===== src/rtl/pf_fit_pkg.sv =====
package pf_fit_pkg;

  typedef enum logic [1:0] {
    PF_IDLE    = 2'd0,
    PF_SWEEP   = 2'd1,
    PF_COMBINE = 2'd2
  } pf_state_e;

  // Signed weight applied to section sum 'sec' when forming coefficient 'coef'.
  // Derived from an exact cubic through section means at t = -3, -1, +1, +3,
  // all coefficients sharing the common denominator 48.
  function automatic logic signed [7:0] fit_weight(input logic [1:0] coef,
                                                   input logic [1:0] sec);
    logic signed [7:0] w;
    unique case ({coef, sec})
      4'b00_00: w = -8'sd3;   4'b00_01: w = 8'sd27;
      4'b00_10: w = 8'sd27;   4'b00_11: w = -8'sd3;
      4'b01_00: w = 8'sd1;    4'b01_01: w = -8'sd27;
      4'b01_10: w = 8'sd27;   4'b01_11: w = -8'sd1;
      4'b10_00: w = 8'sd3;    4'b10_01: w = -8'sd3;
      4'b10_10: w = -8'sd3;   4'b10_11: w = 8'sd3;
      4'b11_00: w = -8'sd1;   4'b11_01: w = 8'sd3;
      4'b11_10: w = -8'sd3;   4'b11_11: w = 8'sd1;
      default:  w = 8'sd0;
    endcase
    return w;
  endfunction

endpackage


===== src/rtl/pf_sweep_ctrl.sv =====
module pf_sweep_ctrl
  import pf_fit_pkg::*;
#(
  parameter int CODE_W = 8
) (
  input  logic              clk,
  input  logic              rst_n,
  input  logic              start,
  input  logic              meas_valid,
  input  logic              mac_last,
  output logic [CODE_W-1:0] dac_code,
  output logic              sweeping,
  output logic              combining,
  output logic              sweep_clear,
  output logic              meas_take
);

  localparam logic [CODE_W-1:0] CODE_MAX = {CODE_W{1'b1}};

  pf_state_e state_q;
  logic [CODE_W-1:0] code_q;

  assign sweeping    = (state_q == PF_SWEEP);
  assign combining   = (state_q == PF_COMBINE);
  assign sweep_clear = (state_q == PF_IDLE) && start;
  assign meas_take   = sweeping && meas_valid;
  assign dac_code    = code_q;

  always_ff @(posedge clk or negedge rst_n) begin
    if (!rst_n) begin
      state_q <= PF_IDLE;
      code_q  <= '0;
    end else begin
      unique case (state_q)
        PF_IDLE: begin
          code_q <= '0;
          if (start) state_q <= PF_SWEEP;
        end
        PF_SWEEP: begin
          if (meas_valid) begin
            code_q <= code_q + CODE_W'(1);
            if (code_q == CODE_MAX) state_q <= PF_COMBINE;
          end
        end
        PF_COMBINE: begin
          if (mac_last) state_q <= PF_IDLE;
        end
        default: state_q <= PF_IDLE;
      endcase
    end
  end

endmodule


===== src/rtl/pf_section_acc.sv =====
module pf_section_acc #(
  parameter int MEAS_W = 16,
  parameter int SUM_W  = 22
) (
  input  logic              clk,
  input  logic              rst_n,
  input  logic              clear,
  input  logic              take,
  input  logic [1:0]        section,
  input  logic [MEAS_W-1:0] meas,
  output logic [SUM_W-1:0]  sums [4]
);

  for (genvar g = 0; g < 4; g++) begin : g_sec
    logic [SUM_W-1:0] sum_q;
    always_ff @(posedge clk or negedge rst_n) begin
      if (!rst_n)
        sum_q <= '0;
      else if (clear)
        sum_q <= '0;
      else if (take && (section == 2'(g)))
        sum_q <= sum_q + {{(SUM_W-MEAS_W){1'b0}}, meas};
    end
    assign sums[g] = sum_q;
  end

endmodule


===== src/rtl/pf_combiner.sv =====
module pf_combiner
  import pf_fit_pkg::*;
#(
  parameter int SUM_W  = 22,
  parameter int COEF_W = 29
) (
  input  logic                     clk,
  input  logic                     rst_n,
  input  logic                     en,
  input  logic [SUM_W-1:0]         sums [4],
  output logic signed [COEF_W-1:0] coefs [4],
  output logic                     mac_last,
  output logic                     done
);

  logic [3:0]               step_q;
  logic signed [COEF_W-1:0] acc_q;
  logic signed [COEF_W-1:0] w_ext, s_ext, prod, total;
  logic signed [COEF_W-1:0] coef_q [4];

  // One shared multiplier: weight(coef=step[3:2], sec=step[1:0]) * sum
  assign w_ext    = COEF_W'(fit_weight(step_q[3:2], step_q[1:0]));
  assign s_ext    = $signed({{(COEF_W-SUM_W){1'b0}}, sums[step_q[1:0]]});
  assign prod     = w_ext * s_ext;
  assign total    = acc_q + prod;
  assign mac_last = en && (step_q == 4'hF);

  always_ff @(posedge clk or negedge rst_n) begin
    if (!rst_n) begin
      step_q <= '0;
      acc_q  <= '0;
      done   <= 1'b0;
      for (int i = 0; i < 4; i++) coef_q[i] <= '0;
    end else begin
      done <= mac_last;
      if (!en) begin
        step_q <= '0;
        acc_q  <= '0;
      end else begin
        step_q <= step_q + 4'd1;
        if (step_q[1:0] == 2'd3) begin
          coef_q[step_q[3:2]] <= total;
          acc_q               <= '0;
        end else begin
          acc_q <= total;
        end
      end
    end
  end

  assign coefs = coef_q;

endmodule


===== src/rtl/pf_cubic_fit.sv =====
module pf_cubic_fit #(
  parameter int CODE_W = 8,
  parameter int MEAS_W = 16
) (
  input  logic                              clk,
  input  logic                              rst_n,
  input  logic                              start,
  output logic [CODE_W-1:0]                 dac_code,
  input  logic                              meas_valid,
  input  logic [MEAS_W-1:0]                 meas_data,
  output logic                              done,
  output logic signed [MEAS_W+CODE_W+4:0]   coef0,
  output logic signed [MEAS_W+CODE_W+4:0]   coef1,
  output logic signed [MEAS_W+CODE_W+4:0]   coef2,
  output logic signed [MEAS_W+CODE_W+4:0]   coef3
);

  localparam int SEC_W  = CODE_W - 2;           // log2 of section length
  localparam int SUM_W  = MEAS_W + SEC_W;       // exact section sum
  localparam int COEF_W = SUM_W + 7;            // sign + weight magnitude < 64

  logic sweeping, combining, sweep_clear, meas_take, mac_last;
  logic [SUM_W-1:0]         sums  [4];
  logic signed [COEF_W-1:0] coefs [4];

  pf_sweep_ctrl #(.CODE_W(CODE_W)) u_ctrl (
    .clk, .rst_n, .start, .meas_valid, .mac_last,
    .dac_code, .sweeping, .combining, .sweep_clear, .meas_take
  );

  pf_section_acc #(.MEAS_W(MEAS_W), .SUM_W(SUM_W)) u_acc (
    .clk, .rst_n,
    .clear   (sweep_clear),
    .take    (meas_take),
    .section (dac_code[CODE_W-1 -: 2]),
    .meas    (meas_data),
    .sums    (sums)
  );

  pf_combiner #(.SUM_W(SUM_W), .COEF_W(COEF_W)) u_comb (
    .clk, .rst_n,
    .en       (combining),
    .sums     (sums),
    .coefs    (coefs),
    .mac_last (mac_last),
    .done     (done)
  );

  assign coef0 = coefs[0];
  assign coef1 = coefs[1];
  assign coef2 = coefs[2];
  assign coef3 = coefs[3];

endmodule


===== config.mk =====
export PLATFORM = sky130hd
export DESIGN_NAME = pf_cubic_fit
export DESIGN_NICKNAME = d
export VERILOG_FILES = /design/src/rtl/pf_fit_pkg.sv /design/src/rtl/pf_sweep_ctrl.sv /design/src/rtl/pf_section_acc.sv /design/src/rtl/pf_combiner.sv /design/src/rtl/pf_cubic_fit.sv
export SDC_FILE = /design/constraint.sdc
export NUM_CORES = 1
export LEC_CHECK = 0
export BUFFER_PORTS_ARGS = -buffer_cell sky130_fd_sc_hd__buf_2
export CORE_UTILIZATION = 62
export CTS_BUF_LIST = sky130_fd_sc_hd__clkbuf_16
export CTS_CLUSTER_SIZE = 20
export DETAILED_ROUTE_END_ITERATION = 10
export PLACE_DENSITY = 0.82
export SYNTH_ARGS = -nofsm -noshare
export SYNTH_HDL_FRONTEND = slang
export SYNTH_SLANG_ARGS = --single-unit

===== constraint.sdc =====
create_clock -name clk -period 8.7 [get_ports clk]
set_input_delay 1.305 -clock clk [delete_from_list [all_inputs] [get_ports clk]]
set_output_delay 1.305 -clock clk [all_outputs]
set_load 0.005 [all_outputs]

### After elaboration in Yosys (flattened, before gate mapping)

Memories as Yosys holds them, arrays and structs flattened.
Cells that the tools add are included.

| cells by class | value |
|---|---|
| add/subtract/negate cells | 7 |
| multipliers | 1 |
| magnitude comparators | 3 |
| equality and inequality tests | 12 |
| muxes and demuxes | 24 |
| bitwise operators | 2 |
| reductions and logical operators | 18 |

Operator list:

| kind | number |
|---|---|
| $mux W22 | 10 |
| $bwmux W116 | 1 |
| $add A22 B16 Y22 | 4 |
| $mux W29 | 3 |
| $demux W29 S2 | 1 |
| $bmux W22 S2 | 1 |
| $add A29 B29 Y29 | 1 |
| $mul A8 B23 Y29 | 1 |
| $pmux W8 S2 | 1 |
| $reduce_bool A2 Y1 | 5 |
| $add A8 B1 Y8 const B | 1 |
| $eq A2 B2 Y1 const B | 4 |
| $eq A8 B8 Y1 const B | 1 |
| $logic_and A1 B1 Y1 | 8 |
| $mux W2 | 4 |
| $mux W8 | 1 |
| $ne A2 B2 Y1 const B | 4 |
| $ge A3 B3 Y1 const B | 2 |
| $not A2 Y3 | 2 |
| $pmux W2 S3 | 1 |
| $add A4 B1 Y4 const B | 1 |
| $eq A2 B1 Y1 const B | 2 |
| $eq A4 B4 Y1 const B | 1 |
| $logic_not A2 Y1 | 2 |
| other kinds (4) | 5 |

| storage, ports and cells | value |
|---|---|
| flip-flop bits (word level) | 248 |
| memory bits (read-only) | 112 |
| input bits | 20 |
| output and inout bits | 125 |
| word-level logic and storage cells | 81 |
| memories kept | 1 |

Memory list:

| memory | depth | width | rd ports | clocked after memory_dff | wr ports | line | RTL |
|---|---|---|---|---|---|---|---|
| (no name shown) | 16 | 7 | 1 | 0 | 0 | pf_fit_pkg.sv:15 | `unique case ({coef, sec})` |

### Depth between registers and ports, before layout

Gate-level depths: netlist of the first run.

| depth | value |
|---|---|
| depth after elaboration | 8 |
| depth in mapped cells | 24 |
| depth with buffers taken out | 23 |

### Cells and area by module

Synthesis of the first run repeated with hierarchy kept, for this count alone.

| second synthesis, totals | value |
|---|---|
| cells, all modules | 2,032 |
| area total of the unflattened synthesis | 19,102.1 µm² |

By module, submodules not included:

| module | times used | cells each | area an instance (µm²) | seq. area each (µm²) |
|---|---|---|---|---|
| pf_combiner | 1 | 1,162 | 11,725.0 | 3,753.6 |
| pf_section_acc | 1 | 810 | 6,832.8 | 2,202.1 |
| pf_sweep_ctrl | 1 | 60 | 544.3 | 250.2 |

### Worst setup path before layout of the first run

No wires, ideal clock.

| path | value |
|---|---|
| kind | flip-flop to flip-flop |
| start | register u_comb.step_q[0] |
| end | register u_comb.coef_q, in the netlist u_comb.coefs[21] |
| library setup time | 0.065 ns |
| arrival time | 6.322 ns |
| data required time | 8.635 ns |
| setup slack | 2.313 ns |
| stages on the path, launching flop included | 23 |
| buffers on the path | 2 |
| period minus slack after synthesis | 6.387 ns |
| cell sequence | dfrtp_1 ha_1 nor2b_1 a21oi_1 xnor2_1 clkbuf_1 clkbuf_1 nor2_1 fa_1 inv_1 fa_1 inv_1 fa_1 fa_1 fa_1 ha_1 a21o_1 o21bai_4 o2111a_1 o41a_1 mux2i_1 nor3_1 mux2_2 |

| between the ends | value |
|---|---|
| word-level cells in the longest chain between the ends | 7 |
| elaborated cells on any way between the ends | 10 |
| those cells by class | add/sub (1); mul (1); eq/ne (1); mux (4); bitwise (1); reduce/logical (1); memory (1) |

RTL lines:

| element | line | RTL |
|---|---|---|
| start, declared | pf_combiner.sv:16 | `logic [3:0] step_q;` |
| start signal, assigned | pf_combiner.sv:40 | `step_q <= step_q + 4'd1;` |
| branches (longest 7 deep; another with $mul A8 B23 Y29) | - |  |
| end signal, assigned by index | pf_combiner.sv:42 | `coef_q[step_q[3:2]] <= total;` |
| end, declared | pf_combiner.sv:19 | `logic signed [COEF_W-1:0] coef_q [4];` |

Parallel ways; which one is timed is not known. The select of a mux whose other input is x is not followed.
A chain may end at the register's enable or synchronous reset.

### Worst setup path after layout of the first run

| path | value |
|---|---|
| start | register u_comb.step_q[1] |
| end | register u_comb.coef_q, in the netlist u_comb.coefs[21] |

The elaborated chain is that of the path after synthesis.

==> out/qor.csv, run 1 <==
stage,metric,value,unit
drt,drc,0,
drt,via_per_inst,6.124,
grt,antenna_found_initial,0,
sta,hold_viol,0,
floorplanning,die_w,176.1,um
floorplanning,die_h,176.1,um
yosys,yosysWarnings,0,
placement,finalWeightedCongestion,0.9962,
status,outcome,"complete, no violations",
grt,grt_pass1_vias,15275,
final_layout,syn_to_final_growth,10.01,%
clocking,cts_buffers,26,
yosys,yosys_most_used_dff,dfrtp_1,
sta,slew_violations,0,
sta,tightest_slew,0.9943,ns
final_layout,fin_nets,2347,
clocking,cts-root-buf,clkbuf_16,
critical_path,crit_required,9.18,ns
sta,setup_violations,0,
hold_path,min_path_cells,2,
drt,wl_per_cell,19.21,um
yosys,syn-cell-area,18790,um2
yosys,synthArstFlopShare,100.0,%
sta,slew-limit-headroom,33.71,%
yosys,synth_seq_cells,248,
sta,min_period_over_period,81.12,%
clocking,cts.sinks,248,
critical_path,path_class,flip-flop to flip-flop,
critical_path,start_kind,flip-flop,
final_layout,final_cell_mix,"dfrtp_1 (248), nand2_1 (213), o21ai_0 (184)",
yosys,synth_edf_count,0,
yosys,synthCells,1931,
clocking,clockBufferDepth,3,
clocking,cts_setup_buffers,0,
floorplanning,start_util,63.22,%
final_layout,drive_above_1_share,13.20,%
yosys,ys_types,70,
drt,wl,47.06,mm
clocking,hold_buffers,0,
sta,rsz0062_at_grt,no,
yosys,synth_top_area_share,33.03,%
hold_path,hold_start,u_comb.coefs[3],
sta,setup_tns,0,ns
hold_path,hold_end,u_comb.coefs[3],
placement,placed_cell_area,19830,um2
critical_path,timing.rr.start,u_comb.step_q[1],
sta,min_period,7.058,ns
critical_path,reg2regPathDepth,22,
run,cap_violations,0,
grt,grt.total_usage,31.43,%
drt,vias,15003,
critical_path,crit_path_end_kind,flip-flop,
drt,firstDrtPassIters,6,
critical_path,startpoint,u_comb.step_q[1],
drt,ant_nets,0,
yosys,avgSynthCellArea,9.730,um2
placement,place.port_buffers,144,
sta,skew,0.01254,ns
placement,hpwl,36.14,mm
floorplanning,floorplan.rows,63,
clocking,cts_resized,0,
critical_path,r2r-end,u_comb.coefs[21],
floorplanning,die_area,31000,um2
floorplanning,io_pins,145,
yosys,syn_nets,2236,
critical_path,worstPathMaxFanout,39,
hold_path,min_path_type,flip-flop to flip-flop,
yosys,seq_area_frac_synth,33.03,%
yosys,yosys.area.top_type,dfrtp_1,
grt,grt_max_degree,130,
final_layout,final_common_cell,dfrtp_1,
grt,grt_pass1_wl,77.29,mm
drt,drtIter0Drc,1403,
clocking,clk_latency,0.54,ns
floorplanning,core_area,29720,um2
final_layout,fillers,2211,
critical_path,reg2reg_slack,1.64,ns
clocking,path_clk_slew,0.06,ns
grt,overflow,0,
critical_path,arrival,7.54,ns
yosys,synthTopCellsByArea,"dfrtp_1 (33%), fa_1 (16%), ha_1 (9.1%)",
sta,fmax,0.1417,GHz
final_layout,final_cell_area,20670,um2
final_layout,diodes,0,
clocking,htree_num_levels,1,
clocking,cts_tree,done,
## final cells by class
type | instances | area (um2) | area share, %
clock buffer | 27 | 675.6 | 3.269
tap | 390 | 488.0 | 2.361
multi-input combinational | 1442 | 11680 | 56.51
inverter | 166 | 623.1 | 3.015
clock inverter | 19 | 160.2 | 0.7749
timing repair buffer | 158 | 835.8 | 4.044
sequential | 248 | 6206 | 30.03
## registers in the layout (all words and copies together), names as in the netlist
| register | count |
|---|---|
| u_ctrl.dac_code | 8 |
| u_acc.g_sec.sum_q | 88 |
| u_comb.step_q | 4 |
| u_ctrl.state_q | 2 |
| u_comb.coefs | 116 |
| u_comb.acc_q | 29 |
| u_comb.done | 1 |
## kinds of logic after synthesis
family | share of synthesized area [%]
and+or+nand+nor | 13.86
AOI/OAI and AO/OA | 14.06
adders and majority gates | 24.93
DFF | 33.03
buffers and inverters | 4.855
xor gates and xnor gates | 4.149
muxes | 5.115
## routing by layer
layer	share of wire [%]	global-route usage, %
met3	6.8	4.156
met1	41	41.45
met5	0	0
met2	48	52.67
met4	3.8	12.68
## worst max path at each step
| stage | end | slack (ns) | cells past startpoint |
|---|---|---|---|
| global placement | u_comb.coefs[21] | 1.92 | 22 |
| global route | u_comb.coefs[83] | 1.33 | 22 |
| floorplan | u_comb.coefs[21] | 2.31 | 22 |
| detailed placement | u_comb.coefs[21] | 1.71 | 22 |
| finish | u_comb.coefs[21] | 1.64 | 22 |
| CTS | u_comb.coefs[108] | 1.67 | 22 |
## critical path, cell delays in order (launching register included)
cell and delay, ns:
dfrtp_1 0.32, buf_4 0.36, ha_1 0.32, nor2b_1 0.15, a21oi_1 0.26, xnor2_2 0.14
buf_4 0.39, nor2_1 0.21, fa_1 0.52, inv_1 0.06, fa_1 0.54, inv_1 0.05
fa_1 0.49, fa_1 0.43, fa_1 0.38, ha_1 0.35, a21o_1 0.22, o21bai_4 0.19
o2111a_1 0.35, o41a_1 0.44, mux2i_1 0.15, nor3_1 0.43, mux2_2 0.25
## cell usage after synthesis, drive strengths merged, types with 3 or more instances
library cell,number
dfrtp,248
ha,136
a41oi,3
a211oi,24
mux4,22
nor2,147
xor2,49
nor2b,10
o21a,14
inv,166
and3,13
o31ai,13
nand2,214
buf,10
o22ai,3
o32ai,3
mux2i,6
nand4,17
clkbuf,65
nor3,13
xnor2,40
nand2b,25
nand3,73
o21bai,12
and2,41
o2111ai,3
a31oi,16
fa,149
a221oi,6
nand3b,3
a21o,17
a21oi,83
nor4,3
o211ai,11
or3,4
o41ai,4
a31o,6
mux2,36
o21ai,190
## per-stage QoR
stage,worst slack [ns],utilization [%],hold slack (ns),cells
6_report,1.642,69.55,0.4718,2450
5_1_grt,1.335,69.55,0.5016,2450
4_1_cts,1.673,69.55,0.4772,2450
3_5_place_dp,1.707,66.74,0.4615,2404
3_3_place_gp,1.918,66.74,0.4562,2404
2_1_floorplan,2.313,-,0.4540,1931
Power of run 1 is left out: the tool's default activity adds up to more than one toggle a clock period on the data nets, which glitch-free logic cannot reach.
==> run 2: changes to the inputs <==
Settings changed: CORE_UTILIZATION 62 to 56, PLACE_DENSITY 0.82 to 0.78.
Clock period 8.7 ns to 6 ns, I/O delays scaled along.
==> run 2 against run 1 <==
The run now ends with negative setup slack left. Utilization shrank 0.39 points. Flip-flop and latch count is the same. Non-clock buffer count grew 83. Sequential share of layout area shrank 2.7 points. Hold slack lost 0.11 ns. Cell count grew 5.7%. Setup slack lost 1.9 ns. Critical path depth grew 1. Register-to-register slack lost 1.9 ns. Count of clock-buffer cells in the layout is the same. Die area grew 11%. Critical endpoint is now u_comb.coefs[111].
==> out/qor.csv, run 2 (synthesis gave the netlist of run 1 again) <==
stage,metric,value,unit,change
drt,drc,0,,unchanged
floorplanning,die_h,185.2,um,was 176.1 um
sta,setup_violations,62,,was 0
final_layout,syn_to_final_growth,20.68,%,was 10.01%
sta,rsz0062_at_grt,yes,,was no
sta,slew_violations,0,,unchanged
clocking,cts_tree,done,,unchanged
grt,grt_max_degree,103,,was 130
grt,grt.total_usage,29.62,%,was 31.43%
clocking,clk_latency,0.57,ns,was 0.54 ns
final_layout,fin_nets,2431,,"was 2,347"
clocking,cts_buffers,27,,was 26
final_layout,final_common_cell,dfrtp_1,,unchanged
sta,fmax,0.1601,GHz,was 0.1417 GHz
placement,finalWeightedCongestion,0.9679,,was 0.9962
clocking,hold_buffers,0,,unchanged
floorplanning,core_area,32780,um2,"was 29,720 um2"
critical_path,crit_path_end_kind,flip-flop,,unchanged
drt,via_per_inst,5.986,,was 6.124
floorplanning,floorplan.rows,66,,was 63
grt,grt_pass1_vias,15415,,"was 15,275"
sta,hold_viol,0,,unchanged
clocking,cts.sinks,248,,unchanged
critical_path,path_class,flip-flop to flip-flop,,unchanged
placement,preCtsSetupSlack,-0.4102,ns,was 1.707 ns
clocking,htree_num_levels,1,,unchanged
critical_path,crit_required,6.42,ns,was 9.18 ns
floorplanning,start_util,57.31,%,was 63.22%
floorplanning,die_w,185.2,um,was 176.1 um
sta,setup_ws,-0.2458,ns,was 1.642 ns
placement,hpwl,36.36,mm,was 36.14 mm
critical_path,start_kind,flip-flop,,unchanged
grt,overflow,0,,unchanged
sta,min_period,6.246,ns,was 7.058 ns
final_layout,final_cell_mix,"dfrtp_1 (248), nand2_1 (212), inv_1 (165)",,"was dfrtp_1 (248), nand2_1 (213), o21ai_0 (184)"
drt,drtIter0Drc,1412,,"was 1,403"
critical_path,arrival,6.67,ns,was 7.54 ns
critical_path,worstPathMaxFanout,7,,was 39
clocking,clockBufferDepth,3,,unchanged
placement,place.port_buffers,144,,unchanged
floorplanning,io_pins,145,,unchanged
drt,firstDrtPassIters,6,,unchanged
sta,tightest_slew,1.255,ns,was 0.9943 ns
sta,hold_ws,0.3592,ns,was 0.4718 ns
status,violations,negative setup slack,,
clocking,path_clk_slew,0.06,ns,about the same
floorplanning,die_area,34290,um2,"was 31,000 um2"
hold_path,min_path_type,input pin to asynchronous set/reset pin,,was flip-flop to flip-flop
drt,wl_per_cell,19.77,um,was 19.21 um
final_layout,drive_above_1_share,23.15,%,was 13.20%
drt,vias,15497,,"was 15,003"
sta,slew-limit-headroom,16.32,%,was 33.71%
clocking,cts-root-buf,clkbuf_16,,unchanged
run,cap_violations,0,,unchanged
drt,ant_nets,0,,unchanged
final_layout,largest_register_ffs,116,,unchanged
status,outcome,"complete, but fails checks",,"was complete, no violations"
sta,skew,0.03352,ns,was 0.01254 ns
final_layout,diodes,0,,unchanged
sta,min_period_over_period,104.1,%,was 81.12%
grt,grt_pass1_wl,79.87,mm,was 77.29 mm
grt,antenna_found_initial,0,,unchanged
drt,wl,51.19,mm,was 47.06 mm
run 2: cell types whose count changed in the layout (fill, tap and decap cells not counted), sizes merged:
cell	before	now
buf	158	241
bufinv	2	7
clkinv	11	7
clkinvlp	3	5
inv	169	170
run 2: worst paths after layout:
| path | from | endpoint | slack [ns] | cells past startpoint |
|---|---|---|---|---|
| max | u_comb.step_q[1] | u_comb.coefs[111] | -0.25 | 23 |
| min | rst_n | u_comb.coefs[62] | 0.36 | 1 |
| max reg2reg | u_comb.step_q[1] | u_comb.coefs[111] | -0.25 | 23 |
| min reg2reg | u_comb.coefs[72] | u_comb.coefs[72] | 0.48 | 2 |
| max in group asynchronous | rst_n | u_comb.coefs[110] | 4.12 | 2 |
| min in group clk | u_comb.coefs[72] | u_comb.coefs[72] | 0.48 | 2 |
run 2: worst max-delay path, cell delays in order (launching register included):
cell and delay (ns):
dfrtp_1 0.43, ha_4 0.29, nor2b_4 0.14, buf_6 0.11, a21oi_4 0.03, buf_6 0.14
xnor2_4 0.34, nor2_4 0.06, fa_1 0.51, inv_2 0.04, fa_1 0.53, inv_1 0.05
fa_1 0.47, fa_1 0.54, fa_2 0.47, ha_4 0.18, a21o_1 0.19, a221o_1 0.42
o211ai_4 0.28, buf_6 0.15, nand3_4 0.08, a211oi_4 0.29, a211oi_4 0.08, mux2_4 0.28
run 2: cell type report:
class	count	area, um2
Clock inverter	23	325.3
Timing Repair Buffer	241	1618
Inverter	166	625.6
Fill cell	2366	10110
Multi-Input combinational cell	1442	12670
Sequential cell	248	6206
Clock buffer	27	675.6
Tap cell	442	553.0
run 2: per-layer routing:
metal	vias to the layer above	part of all wire (%)	GRT usage, %
met3	123	6.6	3.834
met4	0	3.9	9.355
met5	-	0	0
li1	7039	-	-
met2	618	48	49.95
met1	7717	42	39.72
run 2: per-stage QoR:
| step | TNS, ns | cells | area (um2) | util (%) |
|---|---|---|---|---|
| final | -9.883 | 2589 | 22670 | 69.16 |
| after global routing | -20.93 | 2589 | 22670 | 69.16 |
| after CTS | -3.570 | 2579 | 22160 | 67.58 |
| after detailed placement | -17.73 | 2516 | 20390 | 62.21 |
| after global placement | -5.910 | 2516 | 20390 | 62.21 |
| after floorplan | 0 | 1931 | 18830 | - |
run 2: what timing repair did:
action | CTS | global route
pin swaps | 38 | 52
gates resized for setup | 123 | 116
endpoints found under the setup margin | 76 | 83
setup buffers | 12 | 13
gates cloned | 2 | 0
Power of run 2 is left out for the same reason.
